`config.mk`:
```
export PLATFORM = sky130hd
export DESIGN_NAME = chain_funnel_shifter
export DESIGN_NICKNAME = d
export VERILOG_FILES = /design/src/rtl/cfs_pkg.sv /design/src/rtl/cfs_amt_sat.sv /design/src/rtl/cfs_funnel.sv /design/src/rtl/cfs_fill.sv /design/src/rtl/cfs_spill_reg.sv /design/src/rtl/chain_funnel_shifter.sv
export SDC_FILE = /design/constraint.sdc
export NUM_CORES = 1
export LEC_CHECK = 0
export ABC_AREA = 1
export ABC_CLOCK_PERIOD_IN_PS = 3330
export BUFFER_PORTS_ARGS = -buffer_cell sky130_fd_sc_hd__buf_2
export CORE_MARGIN = 3
export CORE_UTILIZATION = 49
export CTS_CLUSTER_SIZE = 14
export DETAILED_ROUTE_END_ITERATION = 8
export PLACE_DENSITY = 0.86
export SYNTH_ARGS = -nofsm -noshare
export SYNTH_HDL_FRONTEND = slang
export SYNTH_SLANG_ARGS = --single-unit
```
`constraint.sdc`:
```
create_clock -name clk_i -period 3.33 [get_ports clk_i]
set_input_delay 0.4995 -clock clk_i [delete_from_list [all_inputs] [get_ports clk_i]]
set_output_delay 0.4995 -clock clk_i [all_outputs]
set_load 0.01 [all_outputs]
```
`src/rtl/cfs_pkg.sv`:
```
package cfs_pkg;
  localparam int unsigned DATA_W = 16;
  localparam int unsigned MAX_SH = 4;
  localparam int unsigned AMT_W  = 3;

  localparam logic DIR_LEFT   = 1'b0;
  localparam logic DIR_RIGHT  = 1'b1;
  localparam logic MODE_LOGIC = 1'b0;
  localparam logic MODE_ROT   = 1'b1;
endpackage

```
`src/rtl/cfs_amt_sat.sv`:
```
module cfs_amt_sat #(
  parameter int unsigned AMT_W  = 3,
  parameter int unsigned MAX_SH = 4,
  parameter int unsigned SH_W   = $clog2(MAX_SH + 1)
) (
  input  logic [AMT_W-1:0] amt_i,
  output logic [SH_W-1:0]  amt_o
);
  logic [AMT_W-1:0] amt_lim;

  always_comb begin
    if (amt_i > AMT_W'(MAX_SH)) begin
      amt_lim = AMT_W'(MAX_SH);
    end else begin
      amt_lim = amt_i;
    end
    amt_o = SH_W'(amt_lim);
  end
endmodule

```
`src/rtl/cfs_funnel.sv`:
```
module cfs_funnel #(
  parameter int unsigned OUT_W = 16,
  parameter int unsigned EXT_W = 4,
  parameter int unsigned SH_W  = 3
) (
  input  logic [OUT_W+EXT_W-1:0] din_i,
  input  logic [SH_W-1:0]        amt_i,
  output logic [OUT_W-1:0]       dout_o
);
  localparam int unsigned TOT_W = OUT_W + EXT_W;

  logic [TOT_W-1:0] stage [SH_W+1];

  assign stage[0] = din_i;

  for (genvar k = 0; k < SH_W; k++) begin : g_layer
    assign stage[k+1] = amt_i[k] ? (stage[k] >> (2**k)) : stage[k];
  end

  assign dout_o = stage[SH_W][OUT_W-1:0];
endmodule

```
`src/rtl/cfs_fill.sv`:
```
module cfs_fill #(
  parameter int unsigned DATA_W = 16,
  parameter int unsigned MAX_SH = 4,
  parameter int unsigned SH_W   = 3
) (
  input  logic [DATA_W-1:0] data_i,
  input  logic [SH_W-1:0]   amt_i,
  input  logic              dir_i,
  input  logic              rot_i,
  input  logic              chain_i,
  input  logic [MAX_SH-1:0] spill_i,
  output logic [MAX_SH-1:0] fill_o,
  output logic [MAX_SH-1:0] out_bits_o
);
  logic [MAX_SH-1:0] mask;
  logic [MAX_SH-1:0] out_left;
  logic [MAX_SH-1:0] out_right;

  always_comb begin
    mask      = '0;
    out_left  = '0;
    out_right = '0;
    for (int i = 0; i < int'(MAX_SH); i++) begin
      if (i < int'(amt_i)) begin
        mask[i]      = 1'b1;
        out_right[i] = data_i[i];
        out_left[i]  = data_i[int'(DATA_W) - int'(amt_i) + i];
      end
    end
  end

  always_comb begin
    out_bits_o = (dir_i == cfs_pkg::DIR_RIGHT) ? out_right : out_left;
    if (chain_i) begin
      fill_o = spill_i & mask;
    end else if (rot_i == cfs_pkg::MODE_ROT) begin
      fill_o = out_bits_o;
    end else begin
      fill_o = '0;
    end
  end
endmodule

```
`src/rtl/cfs_spill_reg.sv`:
```
module cfs_spill_reg #(
  parameter int unsigned MAX_SH = 4
) (
  input  logic              clk_i,
  input  logic              rst_ni,
  input  logic              load_i,
  input  logic [MAX_SH-1:0] bits_i,
  output logic [MAX_SH-1:0] spill_o
);
  logic [MAX_SH-1:0] spill_d;
  logic [MAX_SH-1:0] spill_q;

  always_comb begin
    if (load_i) begin
      spill_d = bits_i;
    end else begin
      spill_d = spill_q;
    end
  end

  always_ff @(posedge clk_i or negedge rst_ni) begin
    if (!rst_ni) begin
      spill_q <= '0;
    end else begin
      spill_q <= spill_d;
    end
  end

  assign spill_o = spill_q;

  // no load request means the held spill bits survive the edge
  a_r8_hold: assert property (@(posedge clk_i) disable iff (!rst_ni)
    !load_i |=> $stable(spill_q));
endmodule

```
`src/rtl/chain_funnel_shifter.sv`:
```
module chain_funnel_shifter #(
  parameter int unsigned DATA_W = cfs_pkg::DATA_W,
  parameter int unsigned MAX_SH = cfs_pkg::MAX_SH,
  parameter int unsigned AMT_W  = cfs_pkg::AMT_W
) (
  input  logic              clk_i,
  input  logic              rst_ni,
  input  logic              shift_en_i,
  input  logic              dir_i,
  input  logic              rot_i,
  input  logic              chain_i,
  input  logic [AMT_W-1:0]  amt_i,
  input  logic [DATA_W-1:0] data_i,
  output logic [DATA_W-1:0] result_o,
  output logic [MAX_SH-1:0] spill_o
);
  localparam int unsigned SH_W  = $clog2(MAX_SH + 1);
  localparam int unsigned WIN_W = DATA_W + MAX_SH;

  // reset: asserted asynchronously, released on the clock
  logic [1:0] rst_sync_q;
  logic       rst_n;

  always_ff @(posedge clk_i or negedge rst_ni) begin
    if (!rst_ni) begin
      rst_sync_q <= 2'b00;
    end else begin
      rst_sync_q <= {rst_sync_q[0], 1'b1};
    end
  end
  assign rst_n = rst_sync_q[1];

  logic [SH_W-1:0]   amt_sat;
  logic [SH_W-1:0]   amt_win;
  logic [MAX_SH-1:0] fill;
  logic [MAX_SH-1:0] fill_lo;
  logic [MAX_SH-1:0] out_bits;
  logic [WIN_W-1:0]  window;
  logic              spill_load;

  cfs_amt_sat #(
    .AMT_W (AMT_W),
    .MAX_SH(MAX_SH),
    .SH_W  (SH_W)
  ) u_sat (
    .amt_i(amt_i),
    .amt_o(amt_sat)
  );

  cfs_fill #(
    .DATA_W(DATA_W),
    .MAX_SH(MAX_SH),
    .SH_W  (SH_W)
  ) u_fill (
    .data_i    (data_i),
    .amt_i     (amt_sat),
    .dir_i     (dir_i),
    .rot_i     (rot_i),
    .chain_i   (chain_i),
    .spill_i   (spill_o),
    .fill_o    (fill),
    .out_bits_o(out_bits)
  );

  // move the right-aligned fill to the top of the low extension for left shifts
  cfs_funnel #(
    .OUT_W(MAX_SH),
    .EXT_W(MAX_SH),
    .SH_W (SH_W)
  ) u_fill_align (
    .din_i ({fill, {MAX_SH{1'b0}}}),
    .amt_i (amt_sat),
    .dout_o(fill_lo)
  );

  // a left shift by n is a right funnel of {data, fill_lo} by MAX_SH-n
  always_comb begin
    if (dir_i == cfs_pkg::DIR_RIGHT) begin
      window  = {fill, data_i};
      amt_win = amt_sat;
    end else begin
      window  = {data_i, fill_lo};
      amt_win = SH_W'(MAX_SH) - amt_sat;
    end
  end

  cfs_funnel #(
    .OUT_W(DATA_W),
    .EXT_W(MAX_SH),
    .SH_W (SH_W)
  ) u_main (
    .din_i (window),
    .amt_i (amt_win),
    .dout_o(result_o)
  );

  assign spill_load = shift_en_i && (amt_sat != '0);

  cfs_spill_reg #(
    .MAX_SH(MAX_SH)
  ) u_spill (
    .clk_i  (clk_i),
    .rst_ni (rst_n),
    .load_i (spill_load),
    .bits_i (out_bits),
    .spill_o(spill_o)
  );

  // zero amount passes the word through
  a_r2_zero_pass: assert property (@(posedge clk_i) disable iff (!rst_n)
    (amt_i == '0) |-> (result_o == data_i));

  // single-place logical left shift
  a_r3_left_one: assert property (@(posedge clk_i) disable iff (!rst_n)
    (amt_i == AMT_W'(1) && dir_i == cfs_pkg::DIR_LEFT && !rot_i && !chain_i)
      |-> (result_o == (data_i << 1)));

  // a single-word rotate keeps the population count
  a_r5_rot_pop: assert property (@(posedge clk_i) disable iff (!rst_n)
    (rot_i && !chain_i) |-> ($countones(result_o) == $countones(data_i)));

  // chained left shift takes its lowest bit from the spill register
  a_r6_chain_left: assert property (@(posedge clk_i) disable iff (!rst_n)
    (chain_i && dir_i == cfs_pkg::DIR_LEFT && amt_i != '0)
      |-> (result_o[0] == spill_o[0]));

  // right shift spills the old LSB into spill bit 0
  a_r7_right_capture: assert property (@(posedge clk_i) disable iff (!rst_n)
    (shift_en_i && dir_i == cfs_pkg::DIR_RIGHT && amt_i != '0)
      |=> (spill_o[0] == $past(data_i[0])));

  // spill bits above the captured count are zero
  a_r7_upper_clear: assert property (@(posedge clk_i) disable iff (!rst_n)
    (shift_en_i && amt_i != '0) |=> ((spill_o >> $past(amt_sat)) == '0));

  // an oversize amount acts as the maximum on a logical left shift
  a_r9_saturate: assert property (@(posedge clk_i) disable iff (!rst_n)
    (amt_i > AMT_W'(MAX_SH) && dir_i == cfs_pkg::DIR_LEFT && !rot_i && !chain_i)
      |-> (result_o == (data_i << MAX_SH)));
endmodule

```
==> results.sh <==
export IMPL_critical_path_buffers_and_inverters=2
export IMPL_sink_count=6
export IMPL_min_path_type="in -> async"
export IMPL_buffer_ports_inserted=44
export IMPL_synth_largest_area_cell="nand2_1"
export IMPL_fmax_mhz=296
export IMPL_ant_nets=0
export IMPL_timing_final_max_slew_violations=0
export IMPL_violations="setup timing"
export IMPL_fillerInstances=298
export IMPL_num_antenna_cells=0
export IMPL_use_met1_pct=34.9
export IMPL_worstReg2RegStart="u_spill.spill_o[3]"
export IMPL_core_area_um2=3390
export IMPL_synth_top_area_share_pct=23.0
export IMPL_via_count=2482
export IMPL_critical_path_max_stage_delay_ns=0.25
export IMPL_routed_wire_length_per_instance_um=13.6
export IMPL_seq_area_frac_synth_pct=8.52
export IMPL_reg2reg_setup_slack_ns=2.55
export IMPL_post_synth_num_cell_types=31
export IMPL_ctsHtreeMaxLevel=1
export IMPL_globalRouteMet3Util_pct=2.38
export IMPL_clk_root_buffer_cell="clkbuf_4"
export IMPL_result_of_the_run="finished, violations left"
export IMPL_finalWorstPathRequiredPeriod_ns=3.38
export IMPL_syn_area_per_cell_um2=5.34
export IMPL_postSynthNetCount=359
export IMPL_final_cell_mix="98 x nand2_1, 46 x nand3_1, 40 x o21ai_0, 39 x buf_2, 31 x inv_1"
export IMPL_worst_clock_skew_ns=0.00627
export IMPL_number_of_buffers_inserted_by_hold_repair_at_cts=0
export IMPL_rsz0062_at_grt="yes"
export IMPL_first_pass_grt_wire_length_um=9230
export IMPL_design_die_area_um2=4350
export IMPL_initial_utilization_pct=52.0
export IMPL_layout_drive_gt1_share_pct=33.1
export IMPL_start_kind="primary input"
export IMPL_critPathLaunch="amt_i[0]"
export IMPL_yosysWarnings=0
export IMPL_synth_seq_cells=6
export IMPL_grt_pass1_vias=2141
export IMPL_clk_transition_reported_paths_ns=0.05
export IMPL_postLayoutSetupSlackWorst_ns=-0.0458
export IMPL_cp_cell_sequence="buf_8 -> o21ai_4 -> nand2_4 -> ha_4 -> ha_4 -> ha_4 -> xnor2_4 -> nand3_2 -> nand3_2 -> nand3_2 -> nand2_2 -> nand3_4 -> nand3_2 -> nand2_1 -> nand2_1 -> nand2_2 -> nand3_2 -> nand3_1 -> a21oi_2 -> buf_2"
export IMPL_final_setup_viol_count=4
export IMPL_top_level_ports=45
export IMPL_fin_nets=415
export IMPL_post_layout_total_power_uw=659
export IMPL_timing_critical_path_mode_cell="nand3_2"
export IMPL_cts_made_buffers=3
export IMPL_worst_setup_path_type="in -> out"
export IMPL_vias_per_cell=5.77
export IMPL_row_count=21
export IMPL_reg2regPathDepth=1
export IMPL_cellPowerDensity_nw_per_um2=279
export IMPL_worst_endpoint_required_ns=2.83
export IMPL_first_iter_violations=208
export IMPL_cp_slowest_cell="ha_4"
export IMPL_area_growth_syn_to_layout_pct=33.9
export IMPL_tritoncts="yes"
export IMPL_critical_path_arrival_ns=2.88
export IMPL_worst_ir_drop_on_vdd_v=0.000159
export IMPL_yosys_top_cells_area="nand2_1 23%, nand3_1 16%, o21ai_0 12%"
export IMPL_placed_cell_area_um2=2150
export IMPL_grt_use_total_pct=26.2
export IMPL_clock_path_buffers=2
export IMPL_power_static_leakage_uw=0.00125
export IMPL_worstSetupPathDepth=20
export IMPL_path_delay_family="simple AND/OR/NAND/NOR gates"
export IMPL_endpoint_kind="output pin"
export IMPL_final_area_um2=2360
export IMPL_max_cap_violations=0
export IMPL_fin_crit_sh_pct=101
export IMPL_die_height_um=66.0
export IMPL_grt_use_met2_pct=45.1
export IMPL_number_of_detailed_route_iterations_in_the_first_pass=7
export IMPL_timing_final_hold_violations=0
export IMPL_final_common_cell="nand2_1"
export IMPL_grt_antenna_before_repair=0
export IMPL_crit_reg2reg_capture="u_spill.spill_o[3]"
export IMPL_globalRoute_totalOverflow=0
export IMPL_grt_max_degree=29
export IMPL_routabilityCongestion=1.02
export IMPL_clk_insertion_delay_late_ns=0.25
export IMPL_grt_busiest_layer="met2"
export IMPL_die_w_um=66.0
export IMPL_drt_drc_violations_left=0
export IMPL_totalWireLength_um=5870
export IMPL_place_detailed_hpwl_um=4340
export IMPL_critPathMaxFanout=4
export IMPL_synth_cells=330
export IMPL_netlist_area_um2=1760
## what timing repair did
item,4_1_cts,5_1_grt
gates cloned,0,0
resized for setup,9,27
pin swaps,15,19
setup buffers,3,1
setup endpoints to repair,9,10
hold endpoints to repair,0,0
## power by group
group | leakage [µW] | switching (µW) | internal (µW)
Combinational | 0.00116 | 290 | 207
Clock | 0.0000138 | 30.1 | 41.0
Sequential | 0.0000746 | 8.34 | 82.6
## routing by layer
layer	routed length, µm	part of all wire, %
met5	0	0
met4	133	2.3
met3	515	8.8
met2	2840	48
met1	2380	41
## flip-flops by register name, indices dropped and copies added (netlist names)
| register | flops |
|---|---|
| rst_sync_q | 2 |
| u_spill.spill_o | 4 |
## cell type report
cell class | instances | area, µm² | share of cell area, %
sequential | 6 | 150 | 6.36
timing repair buffer | 69 | 443 | 18.8
inverter | 37 | 140 | 5.94
tap | 46 | 57.6 | 2.44
multi-input combinational | 269 | 1550 | 65.5
clock buffer | 3 | 22.5 | 0.954
## Yosys cell counts (all sizes together)
| cell type | instances |
|---|---|
| o21ai | 51 |
| a32oi | 1 |
| mux2i | 6 |
| nand4 | 2 |
| buf | 12 |
| a31oi | 1 |
| or2 | 5 |
| nand2 | 112 |
| nand3b | 2 |
| mux2 | 1 |
| ha | 4 |
| clkinv | 2 |
| nor2 | 11 |
| conb | 1 |
| a21oi | 4 |
| o211ai | 3 |
| clkbuf | 6 |
| xnor2 | 2 |
| dfrtp | 6 |
| inv | 35 |
| nand3 | 63 |
## metrics by stage
stage          setup slack (ns)  setup TNS [ns]  std cells  hold slack (ns)  utilization [%]
2_1_floorplan            -0.108          -0.501        330           0.0403                -
3_3_place_gp            0.00348               0        423           0.0554             63.5
3_5_place_dp            -0.0702          -0.359        423           0.0637             63.5
4_1_cts                -0.00117        -0.00117        429           0.0256             66.0
5_1_grt                  -0.179           -1.40        430           0.0261             69.6
6_report                -0.0458          -0.106        430           0.0246             69.6
## worst max-delay path by stage
stage / end / slack, ns
floorplan: result_o[13] / -0.11
global placement: result_o[11] / 0.003
detailed placement: result_o[13] / -0.07
CTS: result_o[1] / -0.001
global route: result_o[1] / -0.18
finish: result_o[1] / -0.05
## kinds of logic after synthesis
family	synth area share, %
simple gates	50.1
other cells	0.213
flops	8.52
xor+xnor	1.42
fa+ha+maj	2.84
compound gates	19.2
mux	4.05
buf+inv	13.6
Note: power is estimated with default switching activity, not from simulation.
